## src/rtl/pxpack_pkg.sv

```systemverilog
package pxpack_pkg;
  localparam int CH_W          = 8;
  localparam int WORD_BYTES    = 4;
  localparam int MAX_PIX_BYTES = 4;
  localparam int BUF_BYTES     = WORD_BYTES + MAX_PIX_BYTES - 1;
  localparam int CNT_W         = $clog2(BUF_BYTES + 1);
  localparam int WORD_W        = 8 * WORD_BYTES;
  localparam int PIX_W         = 8 * MAX_PIX_BYTES;
  localparam int BUF_W         = 8 * BUF_BYTES;

  typedef enum logic [1:0] {
    FMT_ABGR8  = 2'd0,
    FMT_BGR8   = 2'd1,
    FMT_A1BGR5 = 2'd2,
    FMT_BGR565 = 2'd3
  } fmt_e;

  // 16-bit layout with a single alpha bit in bit 0
  function automatic logic [15:0] pack_a1bgr5(logic [CH_W-1:0] r, logic [CH_W-1:0] g,
                                              logic [CH_W-1:0] b, logic [CH_W-1:0] a);
    return {r[CH_W-1 -: 5], g[CH_W-1 -: 5], b[CH_W-1 -: 5], a[CH_W-1]};
  endfunction

  // 16-bit layout with 6-bit green
  function automatic logic [15:0] pack_bgr565(logic [CH_W-1:0] r, logic [CH_W-1:0] g,
                                              logic [CH_W-1:0] b);
    return {r[CH_W-1 -: 5], g[CH_W-1 -: 6], b[CH_W-1 -: 5]};
  endfunction

  function automatic logic [CNT_W-1:0] fmt_len(fmt_e f);
    case (f)
      FMT_ABGR8: return CNT_W'(4);
      FMT_BGR8:  return CNT_W'(3);
      default:   return CNT_W'(2);
    endcase
  endfunction
endpackage

```

## src/rtl/px_convert.sv

```systemverilog
module px_convert
  import pxpack_pkg::*;
(
  input  fmt_e              fmt,
  input  logic [CH_W-1:0]   red,
  input  logic [CH_W-1:0]   green,
  input  logic [CH_W-1:0]   blue,
  input  logic [CH_W-1:0]   alpha,
  output logic [PIX_W-1:0]  bytes_out,
  output logic [CNT_W-1:0]  len_out
);
  // bytes_out[7:0] is the earliest byte; bytes past len_out stay zero
  always_comb begin
    bytes_out = '0;
    case (fmt)
      FMT_ABGR8:  bytes_out = {red, green, blue, alpha};
      FMT_BGR8:   bytes_out = PIX_W'({red, green, blue});
      FMT_A1BGR5: bytes_out = PIX_W'(pack_a1bgr5(red, green, blue, alpha));
      default:    bytes_out = PIX_W'(pack_bgr565(red, green, blue));
    endcase
    len_out = fmt_len(fmt);
  end
endmodule

```

## src/rtl/byte_accum.sv

```systemverilog
module byte_accum
  import pxpack_pkg::*;
(
  input  logic              clk,
  input  logic              rst_n,
  input  logic              clr,
  input  logic              pop,
  input  logic              push,
  input  logic [PIX_W-1:0]  push_bytes,
  input  logic [CNT_W-1:0]  push_len,
  output logic [CNT_W-1:0]  fill,
  output logic [CNT_W-1:0]  fill_next,
  output logic [WORD_W-1:0] head_word
);
  logic [BUF_W-1:0] store_q, store_d, base_store;
  logic [CNT_W-1:0] fill_q, base_fill, pop_cnt;

  always_comb begin
    pop_cnt = '0;
    if (pop) pop_cnt = (fill_q >= CNT_W'(WORD_BYTES)) ? CNT_W'(WORD_BYTES) : fill_q;
    if (clr) begin
      base_store = '0;
      base_fill  = '0;
    end else begin
      base_store = pop ? (store_q >> WORD_W) : store_q;
      base_fill  = fill_q - pop_cnt;
    end
    store_d   = base_store;
    fill_next = base_fill;
    if (push) begin
      store_d   = base_store | (BUF_W'(push_bytes) << {base_fill, 3'b000});
      fill_next = base_fill + push_len;
    end
  end

  always_ff @(posedge clk) begin
    if (!rst_n) begin
      store_q <= '0;
      fill_q  <= '0;
    end else begin
      store_q <= store_d;
      fill_q  <= fill_next;
    end
  end

  assign fill      = fill_q;
  assign head_word = store_q[WORD_W-1:0];
endmodule

```

## src/rtl/pixel_packer.sv

```systemverilog
module pixel_packer
  import pxpack_pkg::*;
(
  input  logic              clk,
  input  logic              rst_n,
  input  logic              frame_start,
  input  logic [1:0]        fmt_sel,
  input  logic [CH_W-1:0]   alpha_val,
  input  logic              pix_valid,
  output logic              pix_ready,
  input  logic [CH_W-1:0]   pix_red,
  input  logic [CH_W-1:0]   pix_green,
  input  logic [CH_W-1:0]   pix_blue,
  input  logic              pix_last,
  output logic              word_valid,
  input  logic              word_ready,
  output logic [WORD_W-1:0] word_data
);
  logic [PIX_W-1:0]  cv_bytes;
  logic [CNT_W-1:0]  cv_len;
  logic [CNT_W-1:0]  acc_fill, acc_fill_next;
  logic              flush_q, flush_d;
  logic              word_fire, pix_fire, full_word;

  px_convert u_conv (
    .fmt       (fmt_e'(fmt_sel)),
    .red       (pix_red),
    .green     (pix_green),
    .blue      (pix_blue),
    .alpha     (alpha_val),
    .bytes_out (cv_bytes),
    .len_out   (cv_len)
  );

  assign full_word  = (acc_fill >= CNT_W'(WORD_BYTES));
  assign word_valid = !frame_start && (full_word || (flush_q && acc_fill != '0));
  assign pix_ready  = !flush_q && (!full_word || word_ready);
  assign word_fire  = word_valid && word_ready;
  assign pix_fire   = pix_valid && pix_ready;

  byte_accum u_acc (
    .clk        (clk),
    .rst_n      (rst_n),
    .clr        (frame_start),
    .pop        (word_fire),
    .push       (pix_fire),
    .push_bytes (cv_bytes),
    .push_len   (cv_len),
    .fill       (acc_fill),
    .fill_next  (acc_fill_next),
    .head_word  (word_data)
  );

  always_comb begin
    flush_d = (frame_start ? 1'b0 : flush_q) || (pix_fire && pix_last);
    if (acc_fill_next == '0) flush_d = 1'b0;
  end

  always_ff @(posedge clk) begin
    if (!rst_n) flush_q <= 1'b0;
    else        flush_q <= flush_d;
  end
endmodule

```

## config.mk

```make
export PLATFORM = sky130hd
export DESIGN_NAME = pixel_packer
export DESIGN_NICKNAME = d
export VERILOG_FILES = /design/src/rtl/pxpack_pkg.sv /design/src/rtl/px_convert.sv /design/src/rtl/byte_accum.sv /design/src/rtl/pixel_packer.sv
export SDC_FILE = /design/constraint.sdc
export NUM_CORES = 1
export LEC_CHECK = 0
export BUFFER_PORTS_ARGS = -buffer_cell sky130_fd_sc_hd__buf_2
export CAP_MARGIN = 10
export CORE_ASPECT_RATIO = 0.75
export CORE_MARGIN = 1
export CORE_UTILIZATION = 41
export CTS_CLUSTER_DIAMETER = 50
export CTS_CLUSTER_SIZE = 28
export DETAILED_ROUTE_END_ITERATION = 16
export PLACE_DENSITY = 0.68
export SLEW_MARGIN = 20
export SYNTH_ARGS = -nofsm -noshare
export SYNTH_HDL_FRONTEND = slang
export SYNTH_SLANG_ARGS = --single-unit
```

## constraint.sdc

```tcl
create_clock -name clk -period 4.2 [get_ports clk]
set_clock_uncertainty 0.2 [all_clocks]
set_input_delay 1.26 -clock clk [delete_from_list [all_inputs] [get_ports clk]]
set_output_delay 1.26 -clock clk [all_outputs]
set_load 0.05 [all_outputs]
```

-- Word-level counts from Yosys, hierarchy flattened
Cells that the tools add are included.
- bits in registers: 60
- output and inout bits: 34
- word-level logic and storage cells: 37
- bits of input ports: 40
- reduce and logical (&&, ||, !) cells: 16
- eq/ne operators: 2
- muxes and demuxes: 10
- bitwise gates (word level): 2
- add/subtract/negate cells: 2
- shifts and indexed selects: 1
- $lt $le $gt $ge: 1
- operator list (operator ; count):
    56-bit 2-to-1 mux ; 3
    32-bit one-hot mux with 3 select lines ; 1
    56-bit OR ; 1
    32-bit by 6-bit left shift with 56-bit output ; 1
    3-bit 2-to-1 mux ; 4
    1-bit logical AND ; 6
    3-bit one-hot mux with 2 select lines ; 1
    3-bit adder ; 1
    3-bit greater-or-equal comparator (second input constant) ; 1
    1-bit logical NOT ; 3
    3-bit logical NOT ; 1
    1-bit logical OR ; 3
    3-bit nonzero test ; 1
    3-bit subtractor ; 1
    2-bit by 1-bit equality test with 1-bit output (second input constant) ; 1
    2-bit equality test (second input constant) ; 1
    2-bit logical NOT ; 1
    2-bit OR reduction ; 1
    1-bit 2-to-1 mux ; 1
    1-bit inverter ; 1

-- Logic depth before layout (Yosys ltp)
Gate-level depths: netlist (run 1).
- depth in word-level cells: 12
- mapped depth: 15
- depth with buffers taken out: 12

-- Cells and area by module
From an unflattened synthesis (run 1), not the netlist that was laid out.
- cell total of the unflattened synthesis: 465
- area total of the unflattened synthesis: 4256.6 um^2
- modules (own cells, without submodules) (module ; instances ; cells each ; area each (um^2) ; sequential area each (um^2)):
    byte_accum ; 1 ; 383 ; 3609.7 ; 1181.1
    px_convert ; 1 ; 70 ; 558.0 ; 0.0
    pixel_packer ; 1 ; 12 ; 88.8 ; 20.0

-- Worst setup path after synthesis (run 1)
No wires, ideal clock.
- path kind: in2reg
- start point: input port frame_start
- end point: register flush_q
- data arrival time: 4228 ps
- setup time: 92 ps
- required time: 3908 ps
- cell stages on the path: 15
- path slack: -319 ps
- buffers on the path: 4
- path through: buf_2 nand2b_1 a21oi_1 clkbuf_1 nand3_1 fa_1 nand2b_1 buf_4 inv_2 buf_2 fa_1 xor2_1 xnor2_1 nor4_1 nor4_1
- cells in the longest elaborated chain, start to end: 10
- elaborated cells between the ends (all ways): 12
- classes of those cells: add/sub: 2; mux: 4; reduce/logical: 6
- RTL lines (element ; RTL line ; source):
    start: declaration ; pixel_packer.sv:6 ; input logic frame_start,
    1-bit logical NOT ; pixel_packer.sv:36 ; assign word_valid = !frame_start && (full_word || (flush_q && acc_fill != '0));
    1-bit logical AND ; pixel_packer.sv:36 ;
    1-bit logical AND ; pixel_packer.sv:38 ; assign word_fire = word_valid && word_ready;
    3-bit 2-to-1 mux ; byte_accum.sv:20 ; if (pop) pop_cnt = (fill_q >= CNT_W'(WORD_BYTES)) ? CNT_W'(WORD_BYTES) : fill_q;
    3-bit subtractor ; byte_accum.sv:26 ; base_fill = fill_q - pop_cnt;
    3-bit 2-to-1 mux ; byte_accum.sv:21 ; if (clr) begin
    3-bit adder ; byte_accum.sv:32 ; fill_next = base_fill + push_len;
    3-bit 2-to-1 mux ; byte_accum.sv:30 ; if (push) begin
    3-bit logical NOT ; pixel_packer.sv:56 ; if (acc_fill_next == '0) flush_d = 1'b0;
    2-bit OR reduction (no source line) ; -- ;
    end signal: assignment ; pixel_packer.sv:61 ; else flush_q <= flush_d;
    end: declaration ; pixel_packer.sv:22 ; logic flush_q, flush_d;
Parallel ways exist; a longest one is shown, timed or not.
A chain may end at the register's enable or synchronous reset.

-- Final worst setup path (run 1)
- start point: input port frame_start
- end point: register u_acc.store_q[27]
- cells in the longest elaborated chain, start to end: 9
- elaborated cells between the ends (all ways): 11
- classes of those cells: add/sub: 1; shift: 1; mux: 5; bitwise: 1; reduce/logical: 3
- RTL lines (element ; RTL line ; source):
    1-bit logical NOT ; pixel_packer.sv:36 ;
    1-bit logical AND ; pixel_packer.sv:36 ;
    1-bit logical AND ; pixel_packer.sv:38 ;
    3-bit 2-to-1 mux ; byte_accum.sv:20 ;
    3-bit subtractor ; byte_accum.sv:26 ;
    3-bit 2-to-1 mux ; byte_accum.sv:21 ;
    32-bit by 6-bit left shift with 56-bit output ; byte_accum.sv:31 ; store_d = base_store | (BUF_W'(push_bytes) << {base_fill, 3'b000});
    56-bit OR ; byte_accum.sv:31 ;
    56-bit 2-to-1 mux (*) ; byte_accum.sv:30 ;
    end signal: assignment ; byte_accum.sv:41 ; store_q <= store_d;
    end: declaration ; byte_accum.sv:15 ; logic [BUF_W-1:0] store_q, store_d, base_store;
Mark *: on every way between the ends. The rest lies on a longest branch, timed or not.

==> metrics, run 1 <==
worst-path maximum fanout=9; worst hold slack=0.230 ns; HP Start=u_acc.store_q[24]; Sw Pwr=545 uW; Longest Clk Path Bufs=2; Hold EP=u_acc.store_q[24]; slowest cell delay on critical path=0.73 ns; Die W=117 um; initial core utilization=0.434; startpoint types=primary input; Worst-path clk slew=0.05 ns; Top delay family on crit path=simple AND/OR/NAND/NOR gates; fillers=944; r2r setup slk=0.88 ns; Fin Setup TNS=0 ns; Nets=566; share of layout cells above drive strength 1=0.241; IO Count=74; Sink Count=60; Netlist cell types=52; syn_area_per_cell=8.24 um^2; ANT cells=0; row count=30; min Tclk post-route=3.76 ns; Critical Path RT=4.23 ns; Slew Limit Headroom=0.405; status=complete, no violations; Seq/Total Area, Yosys=0.297; Post-synth EDFFs=0; Hold WC Path Type=reg -> reg; Syn. warnings=0; initial antenna violation count=0; pin count of the biggest net entering global routing=54; Final Max Slew Viols=0; clk_lat worst skew=0.33 ns; max_cap viols=0; critical path type=in -> reg; vias in the first global route=3505; final RePlAce weighted congestion=0.895; combinational power share=0.213; vias per cell=6.19; GRT Overall Usage=0.257; Post-CTS Setup Inserts=0; Pre-antenna DRT Iters=5; Worst R2R Path Depth=10; CP arrival=3.79 ns; Synth Cell Area=4040 um^2; die area=10300 um^2; Flop pwr share=0.342; first-pass GRT wire length=19600 um; Max VDD drop=0.157 mV; area delta synth->final=14.4%; commonest non-fill, non-tap cell in the layout=buf_2; wire per inst=19.5 um; unrepaired setup endpoints after global routing=no; CTS-repair resized insts=0; sw frac=0.307; Slowest cell on crit path=nor3_1; syn_nets=535; WP buf/inv=3; count of final hold-check violations=0; DRC marker count from the first detailed-route iteration=564; CTS Buf Count=9; root buf cell=clkbuf_16; Most Crowded Layer GR=met1; number of port buffers=73; via count=4053; Leakage Power=1.85 nW; hpwl dp=9200 um; DIE HEIGHT=88.0 um; crit path from=frame_start; met1 Usage GRT=0.390; fin crit share=0.894; Post-synth ARST share=0; top_reg_cell synth=dfxtp_1; CTS H-tree depth=3; Reg-to-Reg Start=u_acc.fill[1]; commonest non-fill, non-tap cells in the layout=buf_2, dfxtp_1, a21oi_1, nand2_1, o22ai_1; GR met2 Demand/Resource=0.339; post-route ant nets=0; Cells after Synth=491; WL final=12800 um; crit path capture type=flop; final setup violating endpoints=0; Core ar.=9310 um^2; Hold-fix buffers, CTS=0; DRC viols=0; gr ovfl total=0; met3 Use GR=0.0782; FF/Latch Area=1200 um^2; fmax=0.266 GHz; Clock Power Share=0.444; Synth Register Bits=60; footprint of the multi-input gates=2410 um^2; Power Density=383 nW/um^2; crit-path cells=buf_2, nand2b_4, nor4_1, ha_1, inv_1, fa_1, nand2b_1, inv_2, nor3_1, a22oi_1, o31ai_1; hold path cells=2; Slew @ Worst Pin=0.886 ns; r2r endpoint=u_acc.store_q[27]; CTS tree=yes; Cell Int Power=1.23 mW
## per-stage QoR
stage	setup WS, ns	util	instances	area, um^2	power (mW)
2_1_floorplan	0.0190	-	491	4080	0.903
3_3_place_gp	0.275	0.463	639	4310	0.984
3_5_place_dp	0.152	0.463	639	4310	0.989
4_1_cts	0.508	0.497	655	4630	1.78
5_1_grt	0.199	0.497	655	4630	1.84
6_report	0.444	0.497	655	4630	1.77
## per-layer routing
metal	vias to the layer above	part of all wire
met2	235	0.40
met3	16	0.11
li1	1890	-
met4	0	0.012
met1	1912	0.47
met5	-	0
## state kept, by name (all words and copies together) (netlist names)
register and cells:
flush_q 1, u_acc.store_q 56, u_acc.fill 3
## area by class of cell
cell class / instances / area share
Clock buffer: 10 / 0.0495
Sequential cell: 60 / 0.260
Timing Repair Buffer: 89 / 0.108
Tap cell: 128 / 0.0346
Multi-Input combinational cell: 352 / 0.521
Inverter: 10 / 0.00811
Clock inverter: 6 / 0.0192
## cells by family after synthesis
kind of cell	share of synthesized area
compound gates	0.269
simple gates	0.180
buf+inv	0.113
flops	0.297
mux	0.120
fa+ha+maj	0.0161
xor+xnor	0.00433
## worst reg2reg max path, delay by kind of cell (launching register included)
kind	cells	cell delay, ns
fa+ha+maj	2	0.72
compound gates	3	0.56
simple gates	3	1.19
buf+inv	2	0.15
flops	1	0.41
## how the worst max path moves through the flow
stage / endpoint / cells after the start
4_1_cts: flush_q / 13
2_1_floorplan: u_acc.fill[2] / 14
5_1_grt: u_acc.store_q[27] / 11
3_5_place_dp: flush_q / 13
6_report: u_acc.store_q[27] / 11
3_3_place_gp: flush_q / 13
## cells in the mapped netlist (all sizes together) (7+ instances only)
cell    instances  share of area
dfxtp          60           0.30
buf            51          0.087
a21oi          47          0.058
nand2          46          0.043
o22ai          35          0.054
mux2i          28          0.070
a22oi          22          0.041
nor2           19          0.018
nor3           19          0.029
a221oi         18          0.039
clkbuf         18          0.017
nand2b         12          0.019
mux2           11          0.032
nor2b          11          0.017
o21ai          11          0.014
a32oi           9          0.019
inv             9         0.0084
nor3b           9          0.017
nand3           8         0.0099
a211oi          7          0.014
## power groups by stage
stage / Clock, mW / Sequential [mW] / Combinational, mW
6_report: 0.788 / 0.607 / 0.379
3_3_place_gp: 0 / 0.619 / 0.365
4_1_cts: 0.798 / 0.608 / 0.371
5_1_grt: 0.827 / 0.610 / 0.403
2_1_floorplan: 0 / 0.615 / 0.288
3_5_place_dp: 0 / 0.619 / 0.369
(Power assumes the default switching activity.)
==> run 2: changes to the inputs <==
--- a/config.mk
+++ b/config.mk
@@ -18,3 +18,4 @@
 export SYNTH_ARGS = -nofsm -noshare
 export SYNTH_HDL_FRONTEND = slang
+export SYNTH_HIERARCHICAL = 1
 export SYNTH_SLANG_ARGS = --single-unit
==> constraint.sdc (replaced) <==
create_clock -name clk -period 4.2 [get_ports clk]
set_clock_uncertainty 0.2 [all_clocks]
set_input_delay 0.21 -clock clk [delete_from_list [all_inputs] [get_ports clk]]
set_output_delay 0.21 -clock clk [all_outputs]
set_load 0.05 [all_outputs]
==> metrics, run 2 <==
Slew @ Worst Pin=0.909 ns; root buf cell=clkbuf_16; Slew Limit Headroom=0.394; via count=3659; commonest non-fill, non-tap cells in the layout=buf_2, mux2i_1, dfxtp_1, nand2_1, nor2_1; min Tclk post-route=3.50 ns; share of the synthesized area in the top cell type=0.282; fin crit share=0.833; clk_lat worst skew=0.32 ns; gr ovfl total=0; Cells after Synth=465; first-pass GRT wire length=18400 um; commonest non-fill, non-tap cell in the layout=buf_2; top_reg_cell synth=dfxtp_1; IO Count=74; vias per cell=5.85; Worst R2R Path Depth=12; pin count of the biggest net entering global routing=37; Longest Clk Path Bufs=2; Synth Cell Area=4260 um^2; leading area contributor after synthesis=dfxtp_1; FF/Latch Area=1200 um^2; Post-synth top cells=mux2i_1, dfxtp_1, buf_4, nand2_1, nor2_1; Max VDD drop=0.188 mV; GRT Overall Usage=0.216; hold path cells=3; share of layout cells above drive strength 1=0.275; fillers=973; DRC marker count from the first detailed-route iteration=368; CTS tree=yes; critical path type=reg -> reg; final RePlAce weighted congestion=0.879; Sink Count=60; final setup violating endpoints=0; CTS Buf Count=9; most flop-heavy register=u_acc/store_q; Most Crowded Layer GR=met1; GR met2 Demand/Resource=0.304; met1 Usage GRT=0.317; area delta synth->final=9.64%; Setup crit end=u_acc/store_q[18]; most common cell in the netlist=mux2i_1; Nets=533; Final Max Slew Viols=0; Power, Total=1.73 mW; r2r setup slk=0.70 ns; Post-synth ARST share=0; Worst-path clk slew=0.05 ns; max reg flops=56; max_cap viols=0; Synth area leaders=dfxtp_1, mux2i_1, buf_4; CTS-repair resized insts=0; initial core utilization=0.432; count of final hold-check violations=0; met3 Use GR=0.0698; DRC viols=0; initial antenna violation count=0; Fin Setup TNS=0 ns; CTS H-tree depth=3; hpwl dp=8540 um; number of port buffers=73; Netlist cell types=47; wire per inst=17.9 um; worst hold slack=0.00129 ns; syn_nets=509; r2r endpoint=u_acc/store_q[18]; Core ar.=9850 um^2; Power Density=370 nW/um^2; DIE HEIGHT=90.2 um; unrepaired setup endpoints after global routing=no; Post-synth EDFFs=0; Seq/Total Area, Yosys=0.282; CP arrival=3.53 ns; fmax=0.286 GHz; Pre-antenna DRT Iters=5; Leakage Power=1.90 nW; Reg-to-Reg Start=u_acc/fill[2]; Die W=120 um; ANT cells=0; post-route ant nets=0; Hold WC Path Type=in -> reg; footprint of the multi-input gates=2550 um^2; crit path from=u_acc/fill[2]; worst-path maximum fanout=28; startpoint types=flop; crit path capture type=flop; Critical Path RT=4.23 ns; die area=10800 um^2; syn_area_per_cell=9.15 um^2; status=complete, no violations; vias in the first global route=3502; Synth Register Bits=60; Syn. warnings=6; row count=31; WL final=11200 um
## run 2: changes by cell type after synthesis, moves of 9 or more
cell      delta
nand2_1     -18
nand3_1     +10
mux2_2       +9
o21a_1      +17
o22ai_1     -19
nor2b_1      -9
a21oi_1     -46
a221oi_1    -18
a32oi_1      -9
mux2i_1     +40
o21ai_1      +9
and2_1      +12
## run 2: timing repair
| action | CTS | global route |
|---|---|---|
| setup buffers | 0 | 0 |
| endpoints found under the hold margin | 1 | 0 |
| hold buffers | 1 | 0 |
## run 2: power breakdown
| part | internal [mW] | total, mW | leakage, nW | switching (mW) |
|---|---|---|---|---|
| clock | 0.456 | 0.703 | 0.139 | 0.248 |
| sequential | 0.598 | 0.612 | 0.488 | 0.0146 |
| combinational | 0.130 | 0.410 | 1.27 | 0.279 |
## run 2: per-layer routing
metal / vias to the layer above / routed length [um]
li1: 1724 / -
met1: 1754 / 5580
met2: 169 / 4510
met3: 12 / 1000
met4: 0 / 119
met5: - / 0
## run 2: layout make-up
class	instances	area share
clock buffers	11	0.0499
clock inverters	5	0.0113
inverters	7	0.00563
multi-input cells	329	0.547
flip-flops and latches	60	0.257
well taps	132	0.0354
repair buffers	82	0.0933
## run 2: logic make-up after synthesis
logic type                 share of synthesized area
AOI/OAI and AO/OA                              0.184
xor gates and xnor gates                      0.0106
adders and majority gates                     0.0153
buffers and inverters                          0.120
DFF                                            0.282
muxes                                          0.234
and+or+nand+nor                                0.153
## run 2: worst min path at each step
stage,slack (ns),start,end
2_1_floorplan,0.14,rst_n,flush_q
3_3_place_gp,0.25,u_acc/store_q[46],u_acc/store_q[46]
3_5_place_dp,0.25,u_acc/store_q[46],u_acc/store_q[46]
4_1_cts,0.005,pix_valid,flush_q
5_1_grt,0.009,pix_valid,flush_q
6_report,0.001,pix_valid,flush_q
## run 2: critical path: stages, from the launching register on
cell      delay (ns)
dfxtp_1         0.44
inv_1           0.15
a21oi_4         0.16
and2_2          0.17
nor3b_1         0.20
ha_1            0.18
inv_1           0.05
fa_1            0.56
nand2b_1        0.10
buf_4           0.25
nor2_1          0.46
a22oi_1         0.27
o22ai_1         0.21
## run 2: metrics by stage
stage               cells  utilization  area (um^2)  worst slack [ns]
finish                626        0.474         4670             0.702
global route          626        0.474         4670             0.446
CTS                   626        0.474         4670             0.733
detailed placement    609        0.444         4370             0.755
global placement      609        0.444         4370             0.863
floorplan             465            -         4270            0.0350
==> run 3: changes to the inputs <==
- ABC_AREA: unset -> 1
- PLACE_DENSITY: 0.68 -> 0.67
- clock period: 4.2 -> 2.94 ns (I/O delays scaled with it)
==> metrics, run 3 <==
fin crit share=1.05; count of final hold-check violations=11; slowest cell delay on critical path=0.49 ns; Die W=124 um; Post-synth top cells=nand2_1, nand3_1, nor2_1, inv_1, dfxtp_1; Hold WC Path Type=in -> reg; min Tclk post-route=3.09 ns; number of port buffers=73; CTS tree=yes; crit-path cells=inv_2, nor2_4, o21ai_4, a21oi_4, inv_6, nor3_2, ha_2, inv_2, fa_1, inv_2, nor2_4, inv_2, fa_2, inv_2, o21ai_2, a21oi_2, xnor2_1, inv_1, nand2_1, nand2_1, a21oi_2; Netlist cell types=36; commonest non-fill, non-tap cells in the layout=nand2_1, nand3_1, nor2_1, buf_2, inv_1; WL final=13200 um; Top delay family on crit path=adder cells; ANT cells=0; via count=4877; CTS H-tree depth=3; syn_nets=813; CTS Buf Count=9; vias in the first global route=4295; Power Density=488 nW/um^2; initial antenna violation count=0; IO Count=74; Critical Path RT=3.01 ns; PnR worst setup slack=-0.152 ns; syn_area_per_cell=5.94 um^2; Synth area leaders=dfxtp_1, nand2_1, nand3_1; DIE HEIGHT=93.4 um; Core ar.=10600 um^2; row count=32; CP arrival=3.16 ns; Slew Limit Headroom=0.592; final RePlAce weighted congestion=0.874; Seq/Total Area, Yosys=0.263; final setup violating endpoints=7; fmax=0.323 GHz; DRC viols=0; Layout Utilization=0.503; initial core utilization=0.432; Pre-antenna DRT Iters=5; post-route ant nets=0; Sink Count=60; worst hold slack=-0.0240 ns; most common cell in the netlist=nand2_1; unrepaired setup endpoints after global routing=yes; first-pass GRT wire length=21400 um; GRT Overall Usage=0.242; top_reg_cell synth=dfxtp_1; gr ovfl total=0; root buf cell=clkbuf_16; pre-CTS WS=-0.171 ns; critical path type=reg -> reg; WP buf/inv=7; share of the synthesized area in the top cell type=0.263; Cells after Synth=769; Longest Clk Path Bufs=2; fillers=1138; max_cap viols=0; Post-synth ARST share=0; Hold-fix buffers, CTS=2; Max VDD drop=0.331 mV; wire per inst=13.8 um; Nets=858; die area=11600 um^2; status=complete, but fails checks; leading area contributor after synthesis=dfxtp_1; clk_lat worst skew=0.33 ns; Synth Register Bits=60; DRC marker count from the first detailed-route iteration=475; Leakage Power=2.59 nW; Power, Total=2.60 mW; Synth Cell Area=4570 um^2; Post-synth EDFFs=0; hpwl dp=9480 um; failing checks=hold timing, setup timing; share of layout cells above drive strength 1=0.211; Syn. warnings=6; Worst-path clk slew=0.05 ns; Final Max Slew Viols=0; Slew @ Worst Pin=0.611 ns; Slowest cell on crit path=fa_1; max reg flops=56; pin count of the biggest net entering global routing=44; crit path capture type=flop; most flop-heavy register=u_acc/store_q; commonest non-fill, non-tap cell in the layout=nand2_1; crit-path most repeated cell=inv_2; startpoint types=flop; vias per cell=5.11; area delta synth->final=16.5%; worst-path maximum fanout=2
==> run 3: changes by cell type in the layout (fill, tap and decap cells not counted), sizes merged, moves of 16 or more <==
cell and delta:
a21oi +39, a22oi -16, buf +31, inv +68, mux2 -17, mux2i -67, nand2 +180, nand3 +91
nor2 +88, o21a -16
==> run 3: final timing paths <==
path / startpoint / to / slack (ns) / cells after the start
worst max-delay path: flush_q / flush_q / -0.15 / 21
worst min-delay path: rst_n / u_acc/store_q[48] / -0.02 / 3
worst max register to register: flush_q / flush_q / -0.15 / 21
worst min register to register: u_acc/store_q[32] / u_acc/store_q[32] / 0.26 / 2
==> run 3: metrics by stage <==
stage,area (um^2),instances,setup TNS [ns]
2_1_floorplan,4600,769,-1.09
3_3_place_gp,4830,922,-0.138
3_5_place_dp,4830,922,-0.662
4_1_cts,5270,954,-0.338
5_1_grt,5320,955,-5.70
6_report,5320,955,-0.297
==> run 3: tightest hold or removal path, cell delays in order <==
cell	delay (ns)
buf_2	0.19
nand2_1	0.09
inv_1	0.03
==> run 3: report_power, final <==
part	internal, mW	switching [mW]	total, mW
logic	0.191	0.454	0.645
registers	0.855	0.0193	0.874
clock network	0.699	0.378	1.08
total	1.74	0.851	2.60
==> run 3: per-layer routing <==
metal	up-vias	track usage	wire, um	share of wire
met5	-	0	0	0
met3	15	0.0506	993	0.075
met4	0	0.0582	145	0.011
met2	173	0.375	5790	0.44
li1	2496	-	-	-
met1	2193	0.340	6220	0.47
==> run 3: kinds of logic after synthesis <==
group	share of synthesized area
AND/OR/NAND/NOR	0.431
flip-flops	0.263
buffers and inverters	0.173
AO/OA/AOI/OAI	0.117
XOR/XNOR	0.00192
adder cells (fa/ha/maj)	0.0142
==> run 3: layout make-up <==
class,instances,area [um^2],share of cell area
clock buffer,12,256,0.0482
multi-input combinational,554,2630,0.494
clock inverter,4,47.5,0.00893
inverter,75,287,0.0538
tap,136,170,0.0320
sequential,60,1200,0.226
timing repair buffer,114,726,0.136
==> run 3: timing repair <==
| action | 4_1_cts | 5_1_grt |
|---|---|---|
| setup endpoints to repair | 14 | 51 |
| gates resized for setup | 5 | 9 |
| pin swaps | 3 | 1 |
| hold endpoints to repair | 11 | 6 |
| buffers inserted | 15 | 2 |
